$ cat config.mk
export PLATFORM = sky130hd
export DESIGN_NAME = rxq_tagged_fifo
export DESIGN_NICKNAME = d
export VERILOG_FILES = /design/src/rtl/rxq_pkg.sv /design/src/rtl/rxq_store.sv /design/src/rtl/rxq_tally.sv /design/src/rtl/rxq_flags.sv /design/src/rtl/rxq_tagged_fifo.sv
export SDC_FILE = /design/constraint.sdc
export NUM_CORES = 1
export LEC_CHECK = 0
export BUFFER_PORTS_ARGS = -buffer_cell sky130_fd_sc_hd__clkbuf_2
export CAP_MARGIN = 20
export CORE_MARGIN = 2
export CORE_UTILIZATION = 43
export CTS_CLUSTER_SIZE = 14
export DETAILED_ROUTE_END_ITERATION = 8
export GPL_TIMING_DRIVEN = 0
export SYNTH_ARGS = -nofsm -noshare
export SYNTH_HDL_FRONTEND = slang
export SYNTH_HIERARCHICAL = 1
export SYNTH_SLANG_ARGS = --single-unit
$ cat constraint.sdc
create_clock -name clk -period 6.8 [get_ports clk]
set_input_delay 1.36 -clock clk [delete_from_list [all_inputs] [get_ports clk]]
set_output_delay 1.36 -clock clk [all_outputs]
set_load 0.03 [all_outputs]
$ cat src/rtl/rxq_pkg.sv
package rxq_pkg;
   localparam int BYTE_W = 8;

   typedef struct packed {
      logic              eof;
      logic              crc_err;
      logic [BYTE_W-1:0] data;
   } rxq_entry_t;
endpackage

$ cat src/rtl/rxq_store.sv
module rxq_store
   import rxq_pkg::*;
#(
   parameter int DEPTH = 64,
   localparam int PTR_W = (DEPTH > 1) ? $clog2(DEPTH) : 1,
   localparam int CNT_W = $clog2(DEPTH + 1)
) (
   input  logic             clk,
   input  logic             rst_n,
   input  logic             clr,
   input  logic             push,
   input  logic             pop,
   input  rxq_entry_t       wr_ent,
   output rxq_entry_t       rd_ent,
   output logic [CNT_W-1:0] count
);
   rxq_entry_t       mem [DEPTH];
   logic [PTR_W-1:0] wr_ptr, rd_ptr, wr_nxt, rd_nxt;

   generate
      if (DEPTH < 2) begin : g_bad_depth
         $error("rxq_store: DEPTH must be at least 2");
      end
      if ((DEPTH & (DEPTH - 1)) == 0) begin : g_pow2_wrap
         assign wr_nxt = wr_ptr + PTR_W'(1);
         assign rd_nxt = rd_ptr + PTR_W'(1);
      end else begin : g_cmp_wrap
         assign wr_nxt = (wr_ptr == PTR_W'(DEPTH - 1)) ? '0 : wr_ptr + PTR_W'(1);
         assign rd_nxt = (rd_ptr == PTR_W'(DEPTH - 1)) ? '0 : rd_ptr + PTR_W'(1);
      end
   endgenerate

   always_ff @(posedge clk) begin
      if (push && !clr) mem[wr_ptr] <= wr_ent;
   end

   always_ff @(posedge clk or negedge rst_n) begin
      if (!rst_n) begin
         wr_ptr <= '0;
         rd_ptr <= '0;
         count  <= '0;
      end else if (clr) begin
         wr_ptr <= '0;
         rd_ptr <= '0;
         count  <= '0;
      end else begin
         if (push) wr_ptr <= wr_nxt;
         if (pop)  rd_ptr <= rd_nxt;
         case ({push, pop})
            2'b10:   count <= count + CNT_W'(1);
            2'b01:   count <= count - CNT_W'(1);
            default: count <= count;
         endcase
      end
   end

   assign rd_ent = mem[rd_ptr];


   no_overflow_chk: assert property (@(posedge clk) disable iff (!rst_n)
      count <= CNT_W'(DEPTH));


   level_step_chk: assert property (@(posedge clk) disable iff (!rst_n)
      (push && !pop && !clr) |=> (count == $past(count) + CNT_W'(1)));
endmodule

$ cat src/rtl/rxq_tally.sv
module rxq_tally #(
   parameter int CNT_W = 7
) (
   input  logic             clk,
   input  logic             rst_n,
   input  logic             clr,
   input  logic             inc,
   input  logic             dec,
   output logic [CNT_W-1:0] cnt
);
   always_ff @(posedge clk or negedge rst_n) begin
      if (!rst_n)          cnt <= '0;
      else if (clr)        cnt <= '0;
      else if (inc && !dec) cnt <= cnt + CNT_W'(1);
      else if (dec && !inc) cnt <= cnt - CNT_W'(1);
   end


   tally_underflow_chk: assert property (@(posedge clk) disable iff (!rst_n)
      (dec && !inc && !clr) |-> (cnt != '0));
endmodule

$ cat src/rtl/rxq_flags.sv
module rxq_flags #(
   parameter int CNT_W = 7
) (
   input  logic             clk,
   input  logic             rst_n,
   input  logic             clr,
   input  logic             ovr_evt,
   input  logic             ovr_clr,
   input  logic [CNT_W-1:0] level,
   input  logic [CNT_W-1:0] trig_lvl,
   input  logic             irq_en,
   input  logic [CNT_W-1:0] err_cnt,
   input  logic [CNT_W-1:0] eof_cnt,
   output logic             ovr_flag,
   output logic             irq,
   output logic             dma_req
);
   logic trig_hit;

   always_ff @(posedge clk or negedge rst_n) begin
      if (!rst_n)       ovr_flag <= 1'b0;
      else if (clr)     ovr_flag <= 1'b0;
      else if (ovr_evt) ovr_flag <= 1'b1;
      else if (ovr_clr) ovr_flag <= 1'b0;
   end

   assign trig_hit = (level != '0) && (level >= trig_lvl);
   assign dma_req  = trig_hit && (err_cnt == '0);
   assign irq      = irq_en && (trig_hit || (eof_cnt != '0) || ovr_flag);


   ovr_sticky_chk: assert property (@(posedge clk) disable iff (!rst_n)
      (ovr_flag && !ovr_clr && !clr) |=> ovr_flag);
endmodule

$ cat src/rtl/rxq_tagged_fifo.sv
module rxq_tagged_fifo
   import rxq_pkg::*;
#(
   parameter int DEPTH = 64,
   localparam int CNT_W = $clog2(DEPTH + 1)
) (
   input  logic              clk,
   input  logic              rst_n,
   input  logic              clr,
   input  logic              wr_en,
   input  logic [BYTE_W-1:0] wr_data,
   input  logic              wr_eof,
   input  logic              wr_crcerr,
   input  logic              rd_en,
   output logic [BYTE_W-1:0] rd_data,
   output logic              rd_eof,
   output logic              rd_crcerr,
   output logic              empty,
   output logic              full,
   output logic [CNT_W-1:0]  level,
   input  logic [CNT_W-1:0]  trig_lvl,
   input  logic              irq_en,
   input  logic              ovr_clr,
   output logic              ovr_flag,
   output logic              irq,
   output logic              dma_req
);
   localparam int N_TAGS = 2;

   rxq_entry_t       wr_ent, rd_ent;
   logic             push, pop, ovr_evt;
   logic [CNT_W-1:0] tag_cnt [N_TAGS];
   logic [N_TAGS-1:0] tag_in, tag_out;

   assign empty   = (level == '0);
   assign full    = (level == CNT_W'(DEPTH));
   assign pop     = rd_en && !empty;
   assign push    = wr_en && (!full || pop);
   assign ovr_evt = wr_en && full && !rd_en;

   assign wr_ent = '{eof: wr_eof, crc_err: wr_crcerr, data: wr_data};

   rxq_store #(.DEPTH(DEPTH)) u_store (
      .clk(clk), .rst_n(rst_n), .clr(clr), .push(push), .pop(pop),
      .wr_ent(wr_ent), .rd_ent(rd_ent), .count(level)
   );

   assign rd_data   = rd_ent.data;
   assign rd_eof    = rd_ent.eof;
   assign rd_crcerr = rd_ent.crc_err;

   assign tag_in  = {wr_eof, wr_crcerr};
   assign tag_out = {rd_ent.eof, rd_ent.crc_err};

   generate
      for (genvar t = 0; t < N_TAGS; t++) begin : g_tag
         rxq_tally #(.CNT_W(CNT_W)) u_tally (
            .clk(clk), .rst_n(rst_n), .clr(clr),
            .inc(push && tag_in[t]), .dec(pop && tag_out[t]),
            .cnt(tag_cnt[t])
         );
      end
   endgenerate

   rxq_flags #(.CNT_W(CNT_W)) u_flags (
      .clk(clk), .rst_n(rst_n), .clr(clr), .ovr_evt(ovr_evt),
      .ovr_clr(ovr_clr), .level(level), .trig_lvl(trig_lvl),
      .irq_en(irq_en), .err_cnt(tag_cnt[0]), .eof_cnt(tag_cnt[1]),
      .ovr_flag(ovr_flag), .irq(irq), .dma_req(dma_req)
   );


   ovr_hold_chk: assert property (@(posedge clk) disable iff (!rst_n)
      (wr_en && full && !rd_en && !clr) |=> ((level == $past(level)) && ovr_flag));


   full_swap_chk: assert property (@(posedge clk) disable iff (!rst_n)
      (wr_en && rd_en && full && !clr && !ovr_flag && !ovr_clr) |=> (full && !ovr_flag));


   clr_empty_chk: assert property (@(posedge clk) disable iff (!rst_n)
      clr |=> (empty && !ovr_flag && !irq && !dma_req));


   dma_nonempty_chk: assert property (@(posedge clk) disable iff (!rst_n)
      dma_req |-> !empty);
endmodule

# --- Word level (Yosys, flattened, before mapping) ---
# Memories as Yosys holds them, arrays and structs flattened.
# Cells that the tools add are included.
totals:
  mem_bits_rw: 640
  output_inout_bits: 22
  memories: 1
  register_bits: 34
op_classes:
  n_eq_ne: 3
  reduce_logical: 37
  muxes: 17
  add_sub_neg: 8
  n_lt_le_gt_ge: 1
memory_table:
  columns: ["memory", "words", "width", "read_ports", "rd_ports_with_merged_regs", "write_ports", "line", "rtl"]
  rows:
  - ["u_store.mem", 64, 10, 1, 0, 1, "rxq_store.sv:17", "rxq_entry_t mem [DEPTH];"]
ops:
  columns: ["operator", "n"]
  rows:
  - ["$mux 7", 7]
  - ["$mux 6", 4]
  - ["$add 7x1->7 const B", 3]
  - ["$sub 7x1->7 const B", 3]
  - ["$logic_and 1x1->1", 16]
  - ["$logic_not 7->1", 2]
  - ["$pmux 7 s2", 1]
  - ["$reduce_bool 7->1", 2]
  - ["$add 6x1->6 const B", 2]
  - ["$reduce_bool 3->1", 4]
  - ["$logic_not 1->1", 8]
  - ["$eq 7x7->1 const B", 1]
  - ["$ge 7x7->1", 1]
  - ["$mux 1", 5]
  - ["$reduce_bool 2->1", 2]
  - ["$logic_or 1x1->1", 3]
  - ["$eq 2x1->1 const B", 1]
  - ["$eq 2x2->1 const B", 1]

# --- Depth between registers and ports, before layout ---
# Gate-level depths: netlist (run 1).
logic_depth:
  depth_word: 11
  depth_mapped: 19
  ltp_nobuf: 15

# --- Hierarchy ---
# The synthesis (run 1) kept the hierarchy.
by_module_without_submodules:
  columns: ["module", "cells_per_inst", "instances", "area_per_inst_um2"]
  rows:
  - ["rxq_store", 1304, 1, 26050.0]
  - ["rxq_tally", 62, 2, 571.8]
  - ["rxq_flags", 40, 1, 272.8]
  - ["rxq_tagged_fifo", 18, 1, 118.9]

# --- Worst setup path before layout (run 1) ---
# OpenSTA, ideal clock, no wires.
synth_path:
  path_kind: "reg2reg"
  start: "register u_store.rd_ptr[0]"
  end: "register g_tag[1].u_tally.cnt[6]"
  t_arrival_ps: 4369
  required_time_ps: 6672
  slack_ps: 2303
  setup_time_ps: 128
  path_stages_with_launch: 19
  path_cell_list: "dfrtp_1 > buf_6 > buf_12 > or3b_4 > buf_6 > o22ai_1 > a211o_1 > nand2_1 > a221oi_1 > nand2_1 > a21oi_1 > nand2b_4 > inv_1 > fa_1 > nor2b_4 > o31a_1 > nor4_2 > a311oi_1 > mux2_1"
synth_between:
  elab_chain_cells: 6
synth_rtl:
  columns: ["element", "line", "rtl"]
  rows:
  - ["start, declared", "rxq_store.sv:18", "logic [PTR_W-1:0] wr_ptr, rd_ptr, wr_nxt, rd_nxt;"]
  - ["start signal, assigned", "rxq_store.sv:48", "if (pop) rd_ptr <= rd_nxt;"]
  - ["$mem_v2 64x10 (*)", null, null]
  - ["net rd_eof", "rxq_tagged_fifo.sv:16", "output logic rd_eof,"]
  - ["$logic_and 1x1->1 (*)", "rxq_tagged_fifo.sv:59", ".inc(push && tag_in[t]), .dec(pop && tag_out[t]),"]
  - ["$logic_not 1->1", "rxq_tally.sv:14", "else if (inc && !dec) cnt <= cnt + CNT_W'(1);"]
  - ["$logic_and 1x1->1", "rxq_tally.sv:14", null]
  - ["$mux 7", "rxq_tally.sv:14", null]
  - ["$mux 7", "rxq_tally.sv:13", "else if (clr) cnt <= '0;"]
  - ["end signal, assigned", "rxq_tally.sv:14", null]
  - ["end signal, assigned", "rxq_tally.sv:15", "else if (dec && !inc) cnt <= cnt - CNT_W'(1);"]
  - ["end, declared", "rxq_tally.sv:9", "output logic [CNT_W-1:0] cnt"]
# Mark *: on every way through the listed nets, which the timed path passes. The rest lies on a longest branch.
# A chain may end at the register's enable or synchronous reset.

# --- Worst setup path after layout (run 1) ---
layout_path:
  start: "register u_store.rd_ptr[3]"
  end: "register g_tag[1].u_tally.cnt[6]"
layout_between:
  elab_chain_cells: 6
layout_rtl:
  columns: ["element", "line"]
  rows:
  - ["$mem_v2 64x10 (*)", null]
  - ["$logic_and 1x1->1 (*)", "rxq_tagged_fifo.sv:59"]
  - ["$logic_not 1->1", "rxq_tally.sv:14"]
  - ["$logic_and 1x1->1", "rxq_tally.sv:14"]
  - ["$mux 7", "rxq_tally.sv:14"]
  - ["$mux 7", "rxq_tally.sv:13"]
# Every way passes the cells marked *; elsewhere a longest branch is shown, timed or not.

==> reports/qor.txt, run 1 <==
status: finished clean
# diodes: 0
CTS root buf: clkbuf_16
Leak: 10.0 nW
reg2reg start: u_store/rd_ptr[3]
asr flop ratio synth: 0.0504
post-CTS setup buffer count: 0
Setup TNS: 0 ps
Pwr Density: 352 nW/um^2
clk sink count: 674
post-detail-place hpwl: 45700 um
Power, Total: 11.0 mW
register area share after synthesis: 0.728
CP startpoint kind: flop
final hold violation count: 0
min-delay src: u_flags/ovr_flag
wire length of the first global-routing pass: 97700 um
Mapped Nets: 1535
max_slew headroom: 0.229
routed length per placed instance: 26.6 um
Comb power frac: 0.245
CP Capture Type: flop
Via density: 5.73
Worst-Margin Slew: 1160 ps
layout cells sized above 1: 0.219
placed cell area: 29200 um^2
synth warn: 6
Post-synth EDFFs: 640
cts repair resizes: 0
skew final: 25.8 ps
Fin Hold WS: 555 ps
Slowest cell on crit path: a221oi_1
Inserted Clock Buffers: 71
Hold WC Path Type: flop to flop
adder and majority gate portion of the synthesized area: 0.0119
critical-path cell list: and2_1 > clkbuf_1 > clkbuf_1 > a211o_1 > nand2_1 > a221oi_1 > nand2_1 > a21oi_1 > nand2b_4 > inv_1 > fa_1 > nor2b_4 > o31a_1 > nor4_2 > a311oi_1 > mux2_1
design area: 31400 um^2
Final Setup Violations: 0
Critical Path AT: 6040 ps
Die Wd: 257 um
kind of critical path: flop to flop
Final Wtd Congestion: 0.928
Peak VDD IR: 0.228 mV
Int Power: 7.83 mW
most frequent cells in the layout: edfxtp_1 (640), nor2_1 (122), mux2i_1 (112), mux4_2 (104), clkbuf_16 (72)
H-tree Lvls: 3
syn_area_per_cell: 18.6 um^2
R2R cell count: 16
Hold Path Stages: 2
Crit path depth: 16
initial antenna violation count: 0
hold_buf cts: 0
final period utilization: 0.817
CTS tree: built
Initial Util: 0.437
Cell Area, Synth: 27600 um^2
worst skew pair latency: 620 ps
Flop pwr share: 0.426
multiplexer share of the synthesized area: 0.137
XOR/XNOR share of the synthesized area: 0.00508
IO buf count: 45
post-route minimum period: 5560 ps
most common cell after layout, fill and taps aside: edfxtp_1
Max Buffers Root-to-Sink: 3
Mapped Cells: 1486
largest family of logic cells by synthesized area: multiplexers
max cap viols: 0
GRT overflow: 0
DRT iter0 DRCs: 1499
delay of the slowest critical-path stage: 950 ps
fmax: 0.180 GHz
Cell variety after synth: 72
post-synthesis simple-gate area fraction: 0.0460
final wirelength: 67300 um
DRC violations left: 0
core footprint: 63200 um^2
RSZ-0062 raised after global routing: false
Vias: 14500
vias in the first global route: 14400
synthesis-to-layout area growth: 13.9%
Ports: 46
top cell family by delay on the critical path: compound AO/OA/AOI/OAI gates
compound-cell area share of the yosys netlist: 0.0484
CP Data Required Time: 7280 ps
switching pwr: 3.22 mW
clock power share: 0.329
Buf+Inv Stages, Crit Path: 3
clock-pin slew on the worst setup and hold paths: 60 ps
CP max FO: 10
largest net degree at the start of global routing: 65
final core occ: 0.497
max-slew violations: 0
ANT nets after route: 0
crit path from: u_store/rd_ptr[3]
Synth Register Bits: 674
Sw Share: 0.291
top_reg_cell synth: edfxtp_1
DR pass1 iterations: 6
Die Y: 257 um
Total Routing Usage GR: 0.204
# rows: 92
total die area: 66200 um^2
Final Net Count: 1681
[worst min-delay path, delay by kind of cell (launching register included)]
| kind | cells | cell delay (ps) |
|---|---|---|
| compound gates | 1 | 70 |
| flops | 1 | 370 |
| simple gates | 1 | 80 |
[synth_stat cells, types with 8 or more instances]
master / n / area (um^2)
mux2i_1: 112 / 1120
a211o_1: 14 / 123
nor2_1: 122 / 458
mux4_2: 104 / 2340
inv_1: 16 / 60.1
dfrtp_1: 34 / 851
edfxtp_1: 640 / 19200
buf_2: 14 / 70.1
a21oi_1: 31 / 155
clkbuf_1: 24 / 90.1
o22ai_1: 27 / 169
nor2b_1: 8 / 50.1
o21ai_1: 13 / 65.1
a221oi_1: 24 / 210
buf_6: 16 / 180
nand2_1: 41 / 154
ha_1: 23 / 288
a211oi_1: 10 / 75.1
o221ai_1: 12 / 105
buf_4: 13 / 97.6
mux2_2: 20 / 225
xnor2_1: 9 / 78.8
o21ai_0: 14 / 70.1
nand3_1: 9 / 45.0
a22o_1: 10 / 87.6
[power groups by stage]
stage          Clock, mW  Combinational [mW]  Sequential [mW]
3_5_place_dp           0                2.72             4.79
2_1_floorplan          0                1.87             4.80
4_1_cts             3.70                2.72             4.70
5_1_grt             3.87                2.88             4.71
3_3_place_gp           0                2.67             4.79
6_report            3.63                2.71             4.70
[area by class of cell]
| cell class | count | area, um^2 |
|---|---|---|
| flip-flops and latches | 674 | 20100 |
| clock buffers | 88 | 1870 |
| clock inverters | 39 | 302 |
| repair buffers | 73 | 606 |
| inverters | 16 | 60.1 |
| plain buffers | 77 | 593 |
| well taps | 846 | 1060 |
| multi-input cells | 719 | 6860 |
| fillers | 5159 | 31800 |
[kinds of logic (layout without fill, tap and decap cells)]
group           after synthesis  in the layout
simple gates                249            249
fa+ha+maj                    25             25
compound gates              188            188
mux                         241            241
buf+inv                      93            293
flops                       674            674
xor+xnor                     16             16
[worst paths after layout]
path,slack (ps),to
min in group asynchronous,900,g_tag[0].u_tally/cnt[2]
max,1240,g_tag[1].u_tally/cnt[6]
min reg2reg,560,u_flags/ovr_flag
max reg2reg,1240,g_tag[1].u_tally/cnt[6]
max in group asynchronous,5270,u_store/wr_ptr[3]
min,560,u_flags/ovr_flag
[sequential cells by signal, summed over array words and instances (netlist names)]
register           count
g_tag.u_tally/cnt     14
u_flags/ovr_flag       1
u_store/count          7
u_store/mem          640
u_store/rd_ptr         6
u_store/wr_ptr         6
[per-stage QoR]
stage / cells / setup slack, ps
2_1_floorplan: 1486 / 2300
3_3_place_gp: 2377 / 1500
3_5_place_dp: 2396 / 1460
4_1_cts: 2523 / 1400
5_1_grt: 2532 / 1010
6_report: 2532 / 1240
[routing by layer]
layer / GRT usage / share of wire
met1: 0.282 / 0.43
met2: 0.329 / 0.48
met3: 0.0419 / 0.067
met4: 0.0573 / 0.026
met5: 0 / 0
No activity file was read; power rests on OpenSTA's default activity.
==> run 2: changes to the inputs <==
==> constraint.sdc (replaced) <==
create_clock -name clk -period 4.8 [get_ports clk]
set_input_delay 0.96 -clock clk [delete_from_list [all_inputs] [get_ports clk]]
set_output_delay 0.96 -clock clk [all_outputs]
set_load 0.03 [all_outputs]
==> run 2 against run 1 <==
  * Clock skew rose by 5.3 ps
  * Worst hold slack lost 58 ps
  * Sequential power rose by 42%
  * Sequential cell count unchanged
  * Clock power increased by 42%
  * Sequential share of layout area down 0.19 points
==> reports/qor.txt, run 2 (synthesized netlist as in run 1, its figures left out) <==
status: finished clean (unchanged)
Initial Util: 0.437 (unchanged)
Final Net Count: 1682 (was 1681)
final period utilization: 0.969 (was 0.817)
ANT nets after route: 0 (unchanged)
max_slew headroom: 0.252 (was 0.229)
Total Routing Usage GR: 0.204 (about the same)
CP Data Required Time: 5280 ps (was 7280 ps)
core footprint: 63200 um^2 (unchanged)
hold_buf cts: 0 (unchanged)
DRT iter0 DRCs: 1585 (was 1499)
routed length per placed instance: 26.5 um (was 26.6 um)
Die Wd: 257 um (unchanged)
CP startpoint kind: flop (unchanged)
CTS tree: built (unchanged)
Hold WC Path Type: input port to asynchronous set/reset pin (was flop to flop)
post-detail-place hpwl: 45700 um (unchanged)
CP Capture Type: flop (unchanged)
final hold violation count: 0 (unchanged)
most common cell after layout, fill and taps aside: edfxtp_1 (unchanged)
IO buf count: 45 (unchanged)
CP max FO: 10 (unchanged)
max reg flops: 640 (unchanged)
Worst-Margin Slew: 1120 ps (was 1160 ps)
clock-pin slew on the worst setup and hold paths: 60 ps (about the same)
largest net degree at the start of global routing: 65 (unchanged)
Inserted Clock Buffers: 71 (unchanged)
final wirelength: 67100 um (was 67300 um)
# rows: 92 (unchanged)
clk sink count: 674 (unchanged)
Die Y: 257 um (unchanged)
max-slew violations: 0 (unchanged)
Ports: 46 (unchanged)
wire length of the first global-routing pass: 97800 um (was 97700 um)
worst skew pair latency: 630 ps (was 620 ps)
layout cells sized above 1: 0.224 (was 0.219)
Vias: 14600 (was 14500)
Final Setup Violations: 0 (unchanged)
DR pass1 iterations: 6 (unchanged)
final core occ: 0.499 (was 0.497)
fill count: 5157 (was 5159)
H-tree Lvls: 3 (unchanged)
fmax: 0.215 GHz (was 0.180 GHz)
vias in the first global route: 14400 (about the same)
# diodes: 0 (unchanged)
kind of critical path: flop to flop (unchanged)
most frequent cells in the layout: edfxtp_1 (640), nor2_1 (122), mux2i_1 (112), mux4_2 (104), clkbuf_16 (72) (unchanged)
RSZ-0062 raised after global routing: false (unchanged)
max cap viols: 0 (unchanged)
Peak VDD IR: 0.322 mV (was 0.228 mV)
Layout Cells excl Fill: 2533 (was 2532)
skew final: 31.1 ps (was 25.8 ps)
Max Buffers Root-to-Sink: 3 (unchanged)
Final Wtd Congestion: 0.928 (unchanged)
initial antenna violation count: 0 (unchanged)
Leak: 10.1 nW (was 10.0 nW)
post-route minimum period: 4650 ps (was 5560 ps)
Top Registers: u_store/mem x640, g_tag.u_tally/cnt x14, u_store/count x7 (unchanged)
DRC violations left: 0 (unchanged)
Critical Path AT: 5130 ps (was 6040 ps)
Biggest register: u_store/mem (unchanged)
total die area: 66200 um^2 (unchanged)
synthesis-to-layout area growth: 14.3% (was 13.9%)
Via density: 5.74 (was 5.73)
GRT overflow: 0 (unchanged)
Pwr Density: 498 nW/um^2 (was 352 nW/um^2)
dpl cells: 2396 (unchanged)
CTS root buf: clkbuf_16 (unchanged)
[run 2: changes by cell type in the layout (fill, tap and decap cells not counted), sizes merged]
cell	change
clkbuf	+1
[run 2: power breakdown]
group / total [mW] / switching [mW] / internal (mW)
sequential: 6.66 / 0.134 / 6.53
clock: 5.15 / 2.26 / 2.90
combinational: 3.88 / 2.18 / 1.70
total: 15.7 / 4.57 / 11.1
[run 2: repair_timing]
item | CTS | global route
pin swaps | 1 | 1
setup endpoints to repair | 9 | 2
setup buffers | 2 | 0
hold endpoints to repair | 0 | 0
resized for setup | 7 | 13
[run 2: per-layer routing]
layer | up-vias | GRT usage | wire length (um)
li1 | 6335 | - | -
met1 | 7605 | 0.282 | 28500
met4 | 0 | 0.0581 | 1770
met2 | 505 | 0.330 | 32300
met5 | - | 0 | 0
met3 | 107 | 0.0413 | 4560
[run 2: per-stage QoR]
step                      instance area [um^2]  total power, mW  TNS [ps]  setup WS [ps]  hold slack, ps
final                                    31500             15.7         0            150             497
after global routing                     31500             16.3         0           17.7             546
after CTS                                31400             15.8         0           42.4             497
after detailed placement                 29200             10.6     -1320           -539             533
after global placement                   28900             10.6     -1180           -503             535
after floorplan                          27600             9.44         0            303             507
[run 2: layout make-up]
class                      instances  area (um^2)  share of cell area
sequential                       674        20100               0.637
clock buffer                      88         1870              0.0594
clock inverter                    39          302             0.00957
multi-input combinational        719         6930               0.220
inverter                          16         60.1             0.00191
timing repair buffer              75          621              0.0197
buffer                            76          607              0.0193
tap                              846         1060              0.0336
[run 2: critical path: stages (launching register included)]
cell	delay [ps]
dfrtp_1	400
buf_6	170
buf_12	170
buf_12	180
buf_6	210
buf_4	240
o21ai_1	180
a22o_1	310
a221oi_4	520
nand2_2	120
a21oi_4	180
nand2b_4	220
inv_1	90
fa_1	430
nor2b_4	150
o31a_1	210
nor4_2	60
a311oi_1	300
mux2_1	350
[run 2: path summary, 6_finish.rpt]
| path | startpoint | endpoint | slack [ps] | cells past startpoint |
|---|---|---|---|---|
| max in group asynchronous | rst_n | u_store/rd_ptr[3] | 3620 | 1 |
| max reg2reg | u_store/rd_ptr[0] | g_tag[1].u_tally/cnt[6] | 150 | 18 |
| min | rst_n | g_tag[0].u_tally/cnt[2] | 500 | 1 |
| max | u_store/rd_ptr[0] | g_tag[1].u_tally/cnt[6] | 150 | 18 |
| min reg2reg | u_flags/ovr_flag | u_flags/ovr_flag | 560 | 2 |
| min in group clk | u_flags/ovr_flag | u_flags/ovr_flag | 560 | 2 |
==> run 3: changes to the inputs <==
--- a/config.mk
+++ b/config.mk
@@ -7,6 +7,7 @@
 export LEC_CHECK = 0
 export BUFFER_PORTS_ARGS = -buffer_cell sky130_fd_sc_hd__clkbuf_2
 export CAP_MARGIN = 20
+export CORE_ASPECT_RATIO = 0.75
 export CORE_MARGIN = 2
 export CORE_UTILIZATION = 43
 export CTS_CLUSTER_SIZE = 14
==> run 3 against run 2 <==
  * Setup slack lost 140 ps
  * Largest power group unchanged
  * Highest routed layer unchanged
  * Via count grew 2.7%
  * Sequential share of layout area increased by 0.18 points
==> reports/qor.txt, run 3 (synthesized netlist as in run 1, its figures left out) <==
status: finished clean (unchanged)
design area: 31400 um^2 (was 31500 um^2)
max cap viols: 0 (unchanged)
Die Wd: 296 um (was 257 um)
Final Net Count: 1679 (was 1682)
Pwr Density: 495 nW/um^2 (was 498 nW/um^2)
max_slew headroom: 0.249 (was 0.252)
vias in the first global route: 14600 (was 14400)
layout cells sized above 1: 0.222 (was 0.224)
Total Routing Usage GR: 0.214 (was 0.204)
wire length of the first global-routing pass: 101000 um (was 97800 um)
max-slew violations: 0 (unchanged)
Ports: 46 (unchanged)
CP max FO: 10 (unchanged)
CTS tree: built (unchanged)
Die Y: 223 um (was 257 um)
DRT iter0 DRCs: 2040 (was 1585)
Leak: 10.1 nW (about the same)
CP Data Required Time: 3840 ps (was 5280 ps)
largest net degree at the start of global routing: 65 (unchanged)
RSZ-0062 raised after global routing: true (was false)
Layout Cells excl Fill: 2540 (was 2533)
most common cell after layout, fill and taps aside: edfxtp_1 (unchanged)
synthesis-to-layout area growth: 13.9% (was 14.3%)
CP startpoint kind: flop (unchanged)
CTS root buf: clkbuf_16 (unchanged)
IO buf count: 45 (unchanged)
Max Buffers Root-to-Sink: 3 (unchanged)
DRC violations left: 0 (unchanged)
kind of critical path: flop to output pin (was flop to flop)
hold_buf cts: 0 (unchanged)
Initial Util: 0.434 (was 0.437)
placed cell area: 29200 um^2 (about the same)
fmax: 0.209 GHz (was 0.215 GHz)
Worst-Margin Slew: 1120 ps (about the same)
final setup margin: 12.5 ps (was 150 ps)
Final Setup Violations: 0 (unchanged)
CP Capture Type: output pin (was flop)
skew final: 30.4 ps (was 31.1 ps)
post-route minimum period: 4790 ps (was 4650 ps)
final hold violation count: 0 (unchanged)
GRT overflow: 0 (unchanged)
clk sink count: 674 (unchanged)
DR pass1 iterations: 5 (was 6)
post-detail-place hpwl: 47400 um (was 45700 um)
core footprint: 63600 um^2 (was 63200 um^2)
ANT nets after route: 0 (unchanged)
clock-pin slew on the worst setup and hold paths: 60 ps (about the same)
worst slack at placement: -434 ps (was -539 ps)
H-tree Lvls: 3 (unchanged)
Biggest register: u_store/mem (unchanged)
Vias: 14900 (was 14600)
worst skew pair latency: 620 ps (was 630 ps)
most frequent cells in the layout: edfxtp_1 (640), nor2_1 (122), mux2i_1 (112), mux4_2 (104), clkbuf_16 (68) (was edfxtp_1 (640), nor2_1 (122), mux2i_1 (112), mux4_2 (104), clkbuf_16 (72))
Inserted Clock Buffers: 66 (was 71)
initial antenna violation count: 0 (unchanged)
Hold WC Path Type: input port to asynchronous set/reset pin (unchanged)
max reg flops: 640 (unchanged)
dpl cells: 2411 (was 2396)
total die area: 66200 um^2 (about the same)
Top Registers: u_store/mem x640, g_tag.u_tally/cnt x14, u_store/count x7 (unchanged)
final wirelength: 69700 um (was 67100 um)
Critical Path AT: 3830 ps (was 5130 ps)
Final Wtd Congestion: 0.888 (was 0.928)
final core occ: 0.494 (was 0.499)
Peak VDD IR: 0.275 mV (was 0.322 mV)
# rows: 80 (was 92)
routed length per placed instance: 27.4 um (was 26.5 um)
final period utilization: 0.997 (was 0.969)
Via density: 5.88 (was 5.74)
run 3: cell types whose count changed in the layout (fill, tap and decap cells not counted), sizes merged:
cell	delta
bufinv	+1
diode	+1
clkbuf	+2
clkinvlp	-4
buf	-2
clkinv	-8
clkdlybuf4s15	+1
inv	+1
run 3: path summary, 6_finish.rpt:
| path | startpoint | to | slack (ps) | cells past startpoint |
|---|---|---|---|---|
| setup / recovery | u_store/rd_ptr[2] | rd_data[1] | 10 | 6 |
| hold / removal | rst_n | g_tag[0].u_tally/cnt[6] | 480 | 1 |
| setup reg to reg | u_store/rd_ptr[0] | g_tag[1].u_tally/cnt[6] | 150 | 14 |
| hold reg to reg | u_flags/ovr_flag | u_flags/ovr_flag | 560 | 2 |
| max in group asynchronous | rst_n | g_tag[1].u_tally/cnt[2] | 3710 | 1 |
| min in group clk | u_flags/ovr_flag | u_flags/ovr_flag | 560 | 2 |
run 3: cell type report:
cell class	count	area, um^2
Sequential cell	674	20100
Clock inverter	29	251
Tap cell	861	1080
Multi-Input combinational cell	719	6930
Timing Repair Buffer	77	633
Buffer	76	604
Clock buffer	87	1790
Inverter	16	60.1
Antenna cell	1	2.50
Fill cell	5207	32100
run 3: per-layer routing:
metal,vias up,part of all wire,track usage
met1,7865,0.45,0.333
met5,-,0,0
met2,639,0.43,0.298
li1,6324,-,-
met4,0,0.026,0.0587
met3,112,0.092,0.0536
run 3: power by group:
group / internal, mW / switching [mW] / total [mW] / leakage (nW)
registers: 6.53 / 0.133 / 6.66 / 6.21
clock network: 2.81 / 2.17 / 4.98 / 1.00
logic: 1.69 / 2.24 / 3.93 / 2.85
total: 11.0 / 4.54 / 15.6 / 10.1
run 3: metrics by stage:
step           hold slack [ps]  power (mW)  TNS [ps]
2_1_floorplan              507        9.44         0
3_3_place_gp               532        10.6      -835
3_5_place_dp               529        10.7      -829
4_1_cts                    487        15.7         0
5_1_grt                    531        16.2     -28.0
6_report                   479        15.6         0
run 3: worst max-delay path, stage by stage (launching register included):
cell and delay [ps]:
dfrtp_1 370, buf_2 280, clkdlybuf4s15_1 850, mux2i_1 370, a22o_1 320, nor4_1 670, clkbuf_2 330
run 3: what timing repair did:
action,in CTS,in global routing
setup endpoints to repair,6,3
pin swaps,1,1
setup buffers,2,0
resized for setup,6,13
